**src/rtl/mw_pkg.sv**
```systemverilog
`timescale 1ns/1ps
package mw_pkg;
  localparam int DATA_W   = 16;
  localparam int CNT_W    = 5;
  localparam int NUM_CS   = 4;
  localparam int CS_IDX_W = 2;

  localparam int REG_DATA = 0;
  localparam int REG_CTRL = 1;

  // control register bit positions (software visible)
  localparam int BIT_START  = 13;
  localparam int BIT_CS_ON  = 12;
  localparam int CS_IDX_LSB = 10;
  localparam int WR_LSB     = 5;
  localparam int RD_LSB     = 0;

  typedef struct packed {
    logic                rdy;
    logic                busy;
    logic                start;
    logic                cs_on;
    logic [CS_IDX_W-1:0] cs_idx;
    logic [CNT_W-1:0]    wr_bits;
    logic [CNT_W-1:0]    rd_bits;
  } ctrl_t;

  function automatic logic [CNT_W-1:0] clamp_cnt(logic [CNT_W-1:0] c);
    return (c > CNT_W'(DATA_W)) ? CNT_W'(DATA_W) : c;
  endfunction
endpackage

```
**src/rtl/mw_bus_regs.sv**
```systemverilog
`timescale 1ns/1ps
module mw_bus_regs
  import mw_pkg::*;
#(
  parameter int ADDR_W     = 8,
  parameter int ADDR_SHIFT = 2
) (
  input  logic                clk_i,
  input  logic                rst_ni,
  input  logic [ADDR_W-1:0]   addr_i,
  input  logic                wr_en_i,
  input  logic                rd_en_i,
  input  logic [DATA_W-1:0]   wdata_i,
  input  logic                busy_i,
  input  logic                rdy_i,
  input  logic [DATA_W-1:0]   rx_word_i,
  output logic [DATA_W-1:0]   rdata_o,
  output logic [DATA_W-1:0]   tx_word_o,
  output logic                cs_on_o,
  output logic [CS_IDX_W-1:0] cs_idx_o,
  output logic [CNT_W-1:0]    wr_bits_o,
  output logic [CNT_W-1:0]    rd_bits_o,
  output logic                start_o,
  output logic                rx_pop_o
);
  logic [ADDR_W-1:0] idx;
  logic sel_data, sel_ctrl, wr_ok;
  logic [CNT_W-1:0] new_wr, new_rd;
  ctrl_t st;

  assign idx      = addr_i >> ADDR_SHIFT;
  assign sel_data = (idx == ADDR_W'(REG_DATA));
  assign sel_ctrl = (idx == ADDR_W'(REG_CTRL));
  assign wr_ok    = wr_en_i & ~busy_i;
  assign new_wr   = wdata_i[WR_LSB +: CNT_W];
  assign new_rd   = wdata_i[RD_LSB +: CNT_W];

  always_ff @(posedge clk_i or negedge rst_ni) begin
    if (!rst_ni) begin
      tx_word_o <= '0;
      cs_on_o   <= 1'b0;
      cs_idx_o  <= '0;
      wr_bits_o <= '0;
      rd_bits_o <= '0;
    end else if (wr_ok) begin
      if (sel_data) tx_word_o <= wdata_i;
      if (sel_ctrl) begin
        cs_on_o   <= wdata_i[BIT_CS_ON];
        cs_idx_o  <= wdata_i[CS_IDX_LSB +: CS_IDX_W];
        wr_bits_o <= new_wr;
        rd_bits_o <= new_rd;
      end
    end
  end

  // start with nothing to shift is dropped
  assign start_o  = wr_ok & sel_ctrl & wdata_i[BIT_START] & ((new_wr | new_rd) != '0);
  assign rx_pop_o = rd_en_i & sel_data;

  always_comb begin
    st.rdy     = rdy_i;
    st.busy    = busy_i;
    st.start   = 1'b0;
    st.cs_on   = cs_on_o;
    st.cs_idx  = cs_idx_o;
    st.wr_bits = wr_bits_o;
    st.rd_bits = rd_bits_o;
    if (sel_data)      rdata_o = rx_word_i;
    else if (sel_ctrl) rdata_o = st;
    else               rdata_o = '0;
  end
endmodule

```
**src/rtl/mw_cs_ctrl.sv**
```systemverilog
`timescale 1ns/1ps
module mw_cs_ctrl
  import mw_pkg::*;
(
  input  logic                cs_on_i,
  input  logic [CS_IDX_W-1:0] cs_idx_i,
  output logic [NUM_CS-1:0]   cs_o
);
  for (genvar g = 0; g < NUM_CS; g++) begin : g_cs
    assign cs_o[g] = cs_on_i & (cs_idx_i == CS_IDX_W'(g));
  end
endmodule

```
**src/rtl/mw_shifter.sv**
```systemverilog
`timescale 1ns/1ps
module mw_shifter
  import mw_pkg::*;
(
  input  logic              clk_i,
  input  logic              rst_ni,
  input  logic              start_i,
  input  logic [CNT_W-1:0]  wr_bits_i,
  input  logic [CNT_W-1:0]  rd_bits_i,
  input  logic [DATA_W-1:0] tx_word_i,
  input  logic              tick_i,
  input  logic              sdi_i,
  input  logic              rx_pop_i,
  output logic              busy_o,
  output logic              rdy_o,
  output logic              sclk_o,
  output logic              sdo_o,
  output logic [DATA_W-1:0] rx_word_o
);
  logic              busy_q, rdy_q, half_q, sclk_q, rd_cmd_q;
  logic [CNT_W-1:0]  wleft_q, rleft_q, wr_n, rd_n;
  logic [DATA_W-1:0] txsh_q, rxsh_q;
  logic              in_write, last_edge;

  assign wr_n      = clamp_cnt(wr_bits_i);
  assign rd_n      = clamp_cnt(rd_bits_i);
  assign in_write  = (wleft_q != '0);
  // falling edge that ends the final bit
  assign last_edge = half_q & (in_write ? ((wleft_q == CNT_W'(1)) && (rleft_q == '0))
                                        : (rleft_q == CNT_W'(1)));

  always_ff @(posedge clk_i or negedge rst_ni) begin
    if (!rst_ni) begin
      busy_q   <= 1'b0;
      rdy_q    <= 1'b0;
      half_q   <= 1'b0;
      sclk_q   <= 1'b0;
      rd_cmd_q <= 1'b0;
      wleft_q  <= '0;
      rleft_q  <= '0;
      txsh_q   <= '0;
      rxsh_q   <= '0;
    end else if (start_i) begin
      busy_q   <= 1'b1;
      rdy_q    <= 1'b0;
      half_q   <= 1'b0;
      sclk_q   <= 1'b0;
      rd_cmd_q <= (rd_n != '0);
      wleft_q  <= wr_n;
      rleft_q  <= rd_n;
      txsh_q   <= tx_word_i;
      rxsh_q   <= '0;
    end else if (busy_q && tick_i) begin
      if (!half_q) begin
        sclk_q <= 1'b1;
        half_q <= 1'b1;
        if (!in_write) rxsh_q <= {rxsh_q[DATA_W-2:0], sdi_i};
      end else begin
        sclk_q <= 1'b0;
        half_q <= 1'b0;
        if (in_write) begin
          wleft_q <= wleft_q - CNT_W'(1);
          txsh_q  <= {txsh_q[DATA_W-2:0], 1'b0};
        end else begin
          rleft_q <= rleft_q - CNT_W'(1);
        end
        if (last_edge) begin
          busy_q <= 1'b0;
          rdy_q  <= rd_cmd_q;
        end
      end
    end else if (rx_pop_i) begin
      rdy_q <= 1'b0;
    end
  end

  assign busy_o    = busy_q;
  assign rdy_o     = rdy_q;
  assign sclk_o    = sclk_q;
  assign sdo_o     = busy_q & in_write & txsh_q[DATA_W-1];
  assign rx_word_o = rxsh_q;
endmodule

```
**src/rtl/mw_xfer_engine.sv**
```systemverilog
`timescale 1ns/1ps
module mw_xfer_engine
  import mw_pkg::*;
#(
  parameter int ADDR_W     = 8,
  parameter int ADDR_SHIFT = 2
) (
  input  logic              clk_i,
  input  logic              rst_ni,
  input  logic [ADDR_W-1:0] addr_i,
  input  logic              wr_en_i,
  input  logic              rd_en_i,
  input  logic [15:0]       wdata_i,
  output logic [15:0]       rdata_o,
  input  logic              tick_i,
  input  logic              sdi_i,
  output logic              sclk_o,
  output logic              sdo_o,
  output logic [3:0]        cs_o
);
  logic                busy, rdy, start_go, rx_pop, cs_on;
  logic [CS_IDX_W-1:0] cs_idx;
  logic [CNT_W-1:0]    wr_bits, rd_bits;
  logic [DATA_W-1:0]   tx_word, rx_word;

  mw_bus_regs #(.ADDR_W(ADDR_W), .ADDR_SHIFT(ADDR_SHIFT)) u_regs (
    .clk_i(clk_i), .rst_ni(rst_ni), .addr_i(addr_i), .wr_en_i(wr_en_i),
    .rd_en_i(rd_en_i), .wdata_i(wdata_i), .busy_i(busy), .rdy_i(rdy),
    .rx_word_i(rx_word), .rdata_o(rdata_o), .tx_word_o(tx_word),
    .cs_on_o(cs_on), .cs_idx_o(cs_idx), .wr_bits_o(wr_bits),
    .rd_bits_o(rd_bits), .start_o(start_go), .rx_pop_o(rx_pop)
  );

  mw_cs_ctrl u_cs (.cs_on_i(cs_on), .cs_idx_i(cs_idx), .cs_o(cs_o));

  mw_shifter u_shift (
    .clk_i(clk_i), .rst_ni(rst_ni), .start_i(start_go),
    .wr_bits_i(wdata_i[WR_LSB +: CNT_W]), .rd_bits_i(wdata_i[RD_LSB +: CNT_W]),
    .tx_word_i(tx_word), .tick_i(tick_i), .sdi_i(sdi_i), .rx_pop_i(rx_pop),
    .busy_o(busy), .rdy_o(rdy), .sclk_o(sclk_o), .sdo_o(sdo_o),
    .rx_word_o(rx_word)
  );

  logic unused_cnt;
  assign unused_cnt = ^{wr_bits, rd_bits};
endmodule

```
**config.mk**
```make
export PLATFORM = sky130hd
export DESIGN_NAME = mw_xfer_engine
export DESIGN_NICKNAME = d
export VERILOG_FILES = /design/src/rtl/mw_pkg.sv /design/src/rtl/mw_bus_regs.sv /design/src/rtl/mw_cs_ctrl.sv /design/src/rtl/mw_shifter.sv /design/src/rtl/mw_xfer_engine.sv
export SDC_FILE = /design/constraint.sdc
export NUM_CORES = 1
export LEC_CHECK = 0
export ABC_AREA = 1
export CAP_MARGIN = 20
export CORE_MARGIN = 2
export CORE_UTILIZATION = 50
export DETAILED_ROUTE_END_ITERATION = 8
export GPL_TIMING_DRIVEN = 0
export PLACE_DENSITY = 0.76
export SLEW_MARGIN = 0
export SYNTH_ARGS = -nofsm -noshare
export SYNTH_HDL_FRONTEND = slang
export SYNTH_HIERARCHICAL = 1
export SYNTH_SLANG_ARGS = --single-unit
```
**constraint.sdc**
```tcl
create_clock -name clk_i -period 2 [get_ports clk_i]
set_input_delay 0.5 -clock clk_i [delete_from_list [all_inputs] [get_ports clk_i]]
set_output_delay 0.5 -clock clk_i [all_outputs]
set_load 0.01 [all_outputs]
```
==> summary.md, run 1 <==
| Metric | Value |
|---|---|
| Final setup margin | -0.00205 ns |
| Share of cells above drive strength 1 | 27.3% |
| Netlist Area Pre-Place | 0.00398 mm2 |
| Finish-stage setup viols | 1 |
| Die Ht | 93.2 um |
| Die area | 0.00869 mm2 |
| Worst-Margin Slew | 0.460 ns |
| Yosys top cell area share | 47.1% |
| Largest net degree at the start of global routing | 44 |
| Met2 Use GR | 44.7% |
| Busiest grt layer | met2 |
| GP Congestion | 0.844 |
| Clock Path Buffers | 2 |
| Core box area | 0.00773 mm2 |
| Skew-Pair Late Insertion Delay | 0.35 ns |
| Placed cells | 660 |
| Die Wd | 93.2 um |
| Synth top area cells | dfrtp_1 47%, nand2_1 17%, nand3_1 11%, inv_1 4.3%, nor2_1 2.5% |
| Sequential area share after synthesis | 47.1% |
| CP required | 1.50 ns |
| Row count | 32 |
| Worst Setup Start Kind | primary input |
| Pwr Density | 868 mW/mm2 |
| I/O pins | 52 |
| Met3 usage | 5.16% |
| Clock sinks | 75 |
| Max IR drop VDD | 339 uV |
| Tot GR Track Use | 27.8% |
| Starting density of the core | 51.5% |
| Seq pwr share | 40.8% |
| Clk slew on worst S/H paths | 0.08 ns |
| Cells after synthesis | 508 |
| Root Buffer | clkbuf_8 |
| RSZ-0062 raised after global routing | yes |
| Layout Nets | 647 |
| CTS HTree Levels | 3 |
| Minimum clock period | 2.00 ns |
| Comb pwr share | 26.7% |
| Clock Skews | 0.00631 ns |
| Cell internal pwr | 3.17 mW |
| Total wire length | 11.6 mm |
| Worst EP arrival | 1.50 ns |
| Hold slack | 0.0867 ns |
| Max-slew violations | 0 |
| Met1 global-route usage | 36.7% |
| Average cell area after synthesis | 7.84 um2 |
| Post-DP HPWL | 7.34 mm |
| MaxCap Viol Count | 0 |
| Sw Pwr | 1.44 mW |
| Antenna Violating Nets Remaining | 0 |
| Vias in the first global route | 3,905 |
| Net Sw Frac | 31.3% |
| TritonCTS clock tree | built |
| Library cells used by synthesis | 31 |
| Crit Path Category | in -> out |
| Relative slew slack | 69.3% |
| Area growth syn-to-layout | 33.6% |
| Final Hold Viols | 0 |
| Number of buffers added on ports | 49 |
| Grt total ovfl | 0 |
| N_diodes | 0 |
| Drc violations | 0 |
| LEAKAGE | 2.91 nW |
| First-pass GRT wire length | 18.6 mm |
| Failing checks | negative setup slack |
| TritonCTS buffer count | 9 |
| Initial antenna violation count | 0 |
| DR vias/cell | 5.39 |
| Yosys warning total | 6 |
| Crit-path max FO | 5 |
| DRT iter0 DRCs | 403 |
| Worst Hold Class | in -> async |
| Outcome | complete, but fails checks |
| Clock share of power | 32.6% |
| WL/cell | 16.2 um |
| Syn Nets | 544 |
| Final Cycle Share | 100% |
| FF+latch count, synth | 75 |
| Crit path capture type | output pin |
| Initial DRT Pass Iterations | 7 |
| Fmax | 0.499 GHz |
| Non-Filler Instances | 718 |
| DR vias | 3,869 |
| R2R cell count | 10 |
| Area leader, netlist | dfrtp_1 |
==> power groups by stage <==
| stage | registers, mW | clock network (mW) | logic, mW |
|---|---|---|---|
| global placement | 1.90 | 0 | 0.957 |
| global route | 1.91 | 1.59 | 1.36 |
| finish | 1.88 | 1.50 | 1.23 |
| detailed placement | 1.90 | 0 | 0.998 |
| floorplan | 1.86 | 0 | 0.697 |
| CTS | 1.88 | 1.51 | 1.11 |
==> per-layer routing <==
metal / vias to the layer above / routed length [um]
met5: - / 0
met2: 154 / 5780
met4: 0 / 175
li1: 1827 / -
met3: 18 / 745
met1: 1870 / 4900
==> synth_stat cells <==
cell        n
nand4_1     8
a21oi_1     5
o21ai_1     7
or2_4       1
nand3_4     1
buf_2       9
nor2_1     27
xnor2_1     1
o21ai_2    10
nor2_2      5
nor3_1      1
nand2_4     4
ha_1        6
inv_1      46
o21ai_0     8
dfrtp_1    75
nor2_4      2
or2_1       1
o22ai_1     4
inv_2       4
o211ai_2    1
nand2_2     2
nand3_1    85
nor2_8      2
nand4_2     1
clkbuf_1    4
buf_4       4
buf_1       1
buf_6       6
o211ai_1    1
nand2_1   176
==> per-stage QoR <==
stage          util (%)  power [mW]  worst slack, ns  setup TNS (ns)  cell area [um2]
3_3_place_gp       59.6        2.85            -2.21         -209.73             4600
4_1_cts            66.1        4.50          0.00316               0             5110
6_report           68.8        4.62         -0.00205        -0.00205             5320
3_5_place_dp       59.8        2.90           -0.885          -46.84             4620
5_1_grt            68.8        4.86          -0.0543          -0.371             5320
2_1_floorplan         -        2.56           0.0235               0             3980
==> cells by family after synthesis <==
| group | share of synthesized area (%) |
|---|---|
| xor gates and xnor gates | 0.220 |
| and+or+nand+nor | 36.1 |
| buffers and inverters | 8.77 |
| AOI/OAI and AO/OA | 5.85 |
| DFF | 47.1 |
| adders and majority gates | 1.89 |
==> worst paths after layout <==
kind | start | to | slack (ns)
min in group clk_i | u_regs/tx_word_o[13]$_DFFE_PN0P_ | u_regs/tx_word_o[13]$_DFFE_PN0P_ | 0.48
setup reg to reg | u_shift/busy_o$_DFFE_PN0P_ | u_shift/rleft_q[0]$_DFFE_PN0P_ | 0.16
max in group asynchronous | rst_ni | u_regs/tx_word_o[9]$_DFFE_PN0P_ | 1.33
setup / recovery | addr_i[7] | rdata_o[9] | -0.002
hold / removal | rst_ni | u_shift/rleft_q[2]$_DFFE_PN0P_ | 0.09
hold reg to reg | u_regs/tx_word_o[13]$_DFFE_PN0P_ | u_regs/tx_word_o[13]$_DFFE_PN0P_ | 0.48
==> sequential cells by signal, indices dropped and copies added, names as in the netlist <==
name and flops:
u_regs/rd_bits_o 5, u_regs/tx_word_o 16, u_shift/wleft_q 5, u_shift/rd_cmd_q 1, u_shift/txsh_q 16, u_shift/rdy_o 1, u_shift/rleft_q 5, u_shift/rx_word_o 16
u_shift/busy_o 1, u_regs/cs_on_o 1, u_regs/cs_idx_o 2, u_regs/wr_bits_o 5, u_shift/sclk_o 1
==> worst max-delay path, cell delays in order <==
cell     delay, ns
buf_6         0.10
nor2_4        0.14
nand2_4       0.09
nor2_4        0.17
buf_6         0.13
buf_6         0.11
nand2_2       0.05
nand2_1       0.08
buf_2         0.13
==> what timing repair did <==
item	in CTS	in global routing
resized for setup	121	53
buffers inserted	30	11
gates cloned	2	0
setup endpoints to repair	65	65
pin swaps	13	15
hold buffers	0	0
==> layout by cell type (no fill, tap or decap), types with 2 or more instances in the layout <==
cell / count
nand2_1: 162
nand3_1: 84
dfrtp_1: 75
buf_4: 45
inv_1: 42
buf_2: 22
nor2_1: 20
buf_6: 18
nand2_2: 15
clkbuf_8: 12
clkdlybuf4s50_1: 11
o21ai_2: 11
dlymetal6s2s_1: 10
nor2_4: 10
inv_2: 8
nand4_1: 8
o21ai_0: 7
o21ai_1: 7
nand2_4: 5
a21oi_1: 5
ha_1: 5
dlygate4sd2_1: 4
nor2_2: 4
bufinv_16: 3
nand3_4: 2
clkbuf_1: 2
nor2_8: 2
or2_4: 2
o22ai_2: 2
o22ai_1: 2
==> cell type report <==
| type | instances | area, um2 |
|---|---|---|
| inverters | 50 | 188 |
| multi-input cells | 359 | 1890 |
| plain buffers | 24 | 205 |
| flip-flops and latches | 75 | 1880 |
| clock buffers | 12 | 165 |
| fillers | 590 | 2410 |
| clock inverters | 4 | 95.1 |
| well taps | 102 | 128 |
| repair buffers | 92 | 776 |
Note: power is estimated with default switching activity, not from simulation.
==> run 2, diff against run 1 <==
GPL_TIMING_DRIVEN = default   (was 0)
RECOVER_POWER = 50   (was default)
==> summary.md, run 2 (synthesized netlist as in run 1, its figures left out) <==
| Metric | Value |
|---|---|
| DR vias/cell | 5.34 |
| TritonCTS clock tree | built |
| Pwr Density | 820 mW/mm2 |
| Worst-Margin Slew | 1.01 ns |
| Setup TNS | 0 ns |
| Row count | 32 |
| N_diodes | 0 |
| Most common cell after layout, fill and taps aside | nand2_1 |
| Clock Skews | 0.00598 ns |
| Clk slew on worst S/H paths | 0.08 ns |
| Hold slack | 0.425 ns |
| Fillers | 606 |
| Delay-heaviest family, CP | simple AND/OR/NAND/NOR gates |
| TritonCTS buffer count | 9 |
| Worst EP arrival | 1.46 ns |
| Root Buffer | clkbuf_8 |
| Initial antenna violation count | 0 |
| Crit path largest cell delay | 0.16 ns |
| Worst Setup SP | addr_i[5] |
| Max-slew violations | 0 |
| Clock Path Buffers | 2 |
| Die Ht | 93.2 um |
| Crit path buf inv count | 4 |
| DR vias | 3,815 |
| First-pass GRT wire length | 18.1 mm |
| Total wire length | 11.0 mm |
| Crit Path Category | in -> out |
| I/O pins | 52 |
| CTS HTree Levels | 3 |
| Max IR drop VDD | 345 uV |
| Drc violations | 0 |
| Area growth syn-to-layout | 30.6% |
| CP required | 1.50 ns |
| Layout Nets | 644 |
| DRT iter0 DRCs | 372 |
| Skew-Pair Late Insertion Delay | 0.35 ns |
| MaxCap Viol Count | 0 |
| Post-DP HPWL | 7.03 mm |
| FF-to-FF Start | u_shift/busy_o$_DFFE_PN0P_ |
| Worst Hold Class | in -> async |
| Final Hold Viols | 0 |
| Core box area | 0.00773 mm2 |
| Initial DRT Pass Iterations | 5 |
| Commonest non-fill, non-tap cells in the layout | 170 x nand2_1, 84 x nand3_1, 75 x dfrtp_1 |
| Worst Setup Start Kind | primary input |
| Die area | 0.00869 mm2 |
| Final Util | 67.3% |
| Final Cycle Share | 97.9% |
| CP cell instances | buf_2 > nor2_4 > nand2_4 > nor2_4 > buf_6 > buf_6 > nand2_1 > nand2_1 > buf_2 |
| Tot GR Track Use | 26.5% |
| GP Congestion | 0.839 |
| Clock sinks | 75 |
| Grt total ovfl | 0 |
| Outcome | completed |
| LEAKAGE | 2.78 nW |
| Die Wd | 93.2 um |
| Starting density of the core | 51.5% |
| Worst path slowest cell | nor2_4 |
| Relative slew slack | 32.6% |
| Share of cells above drive strength 1 | 24.5% |
| Crit path capture type | output pin |
| Minimum clock period | 1.96 ns |
| Crit-path max FO | 4 |
| Number of buffers added on ports | 49 |
| Finish-stage setup viols | 0 |
| WL/cell | 15.3 um |
| Vias in the first global route | 3,774 |
| Antenna Violating Nets Remaining | 0 |
| Fmax | 0.511 GHz |
| Largest net degree at the start of global routing | 76 |
==> run 2: metal layers <==
layer	routed length, um	up-vias	track usage, %
met5	0	-	0
met4	191	0	9.31
met3	619	14	5.08
met2	5350	143	43.1
met1	4810	1843	35.5
li1	-	1815	-
==> run 2: worst paths after layout <==
path / endpoint / slack (ns) / depth (start not counted)
min in group clk_i: u_regs/tx_word_o[5]$_DFFE_PN0P_ / 0.48 / 2
min: u_shift/rx_word_o[0]$_DFFE_PN0P_ / 0.43 / 2
max reg2reg: u_regs/tx_word_o[9]$_DFFE_PN0P_ / 0.15 / 6
min reg2reg: u_regs/tx_word_o[5]$_DFFE_PN0P_ / 0.48 / 2
max in group asynchronous: u_shift/wleft_q[2]$_DFFE_PN0P_ / 0.92 / 2
max: rdata_o[11] / 0.04 / 9
==> run 2: what timing repair did <==
| action | CTS | global route |
|---|---|---|
| endpoints found under the setup margin | 62 | 59 |
| resized for setup | 114 | 18 |
| pin swaps | 13 | 7 |
| hold buffers | 0 | 0 |
| setup buffers | 17 | 9 |
| gates cloned | 3 | 0 |
==> run 2: stage by stage <==
stage | cells | setup WS (ns) | power (mW) | area [um2]
final | 715 | 0.0412 | 4.27 | 5200
after CTS | 709 | 0.0128 | 4.23 | 5160
after global placement | 673 | -0.636 | 2.94 | 4780
after floorplan | 508 | 0.0235 | 2.56 | 3980
after detailed placement | 673 | -0.670 | 2.98 | 4780
after global routing | 715 | -0.00541 | 4.49 | 5200
==> run 2: final cells by class <==
cell class / count / area (um2) / area share, %
Sequential cell: 75 / 1880 / 36.1
Multi-Input combinational cell: 359 / 1850 / 35.5
Timing Repair Buffer: 113 / 943 / 18.1
Inverter: 50 / 193 / 3.70
Clock buffer: 12 / 165 / 3.18
Tap cell: 102 / 128 / 2.45
Clock inverter: 4 / 47.5 / 0.914
==> run 2: worst register-to-register path: cells and delay by family (launching register included) <==
| kind | cells | cell delay, ns |
|---|---|---|
| DFF | 1 | 0.50 |
| buffers and inverters | 2 | 0.65 |
| and+or+nand+nor | 4 | 0.58 |
==> run 2: power by group <==
part           internal, mW  total [mW]  switching (mW)
Sequential             1.72        1.88           0.165
Clock                 0.674        1.24           0.561
Combinational         0.479        1.15           0.668
==> run 3, diff against run 2 <==
CAP_MARGIN = default   (was 20)
==> results of run 3 <==
The final DEF is identical to that of run 2; final timing and power are the same.
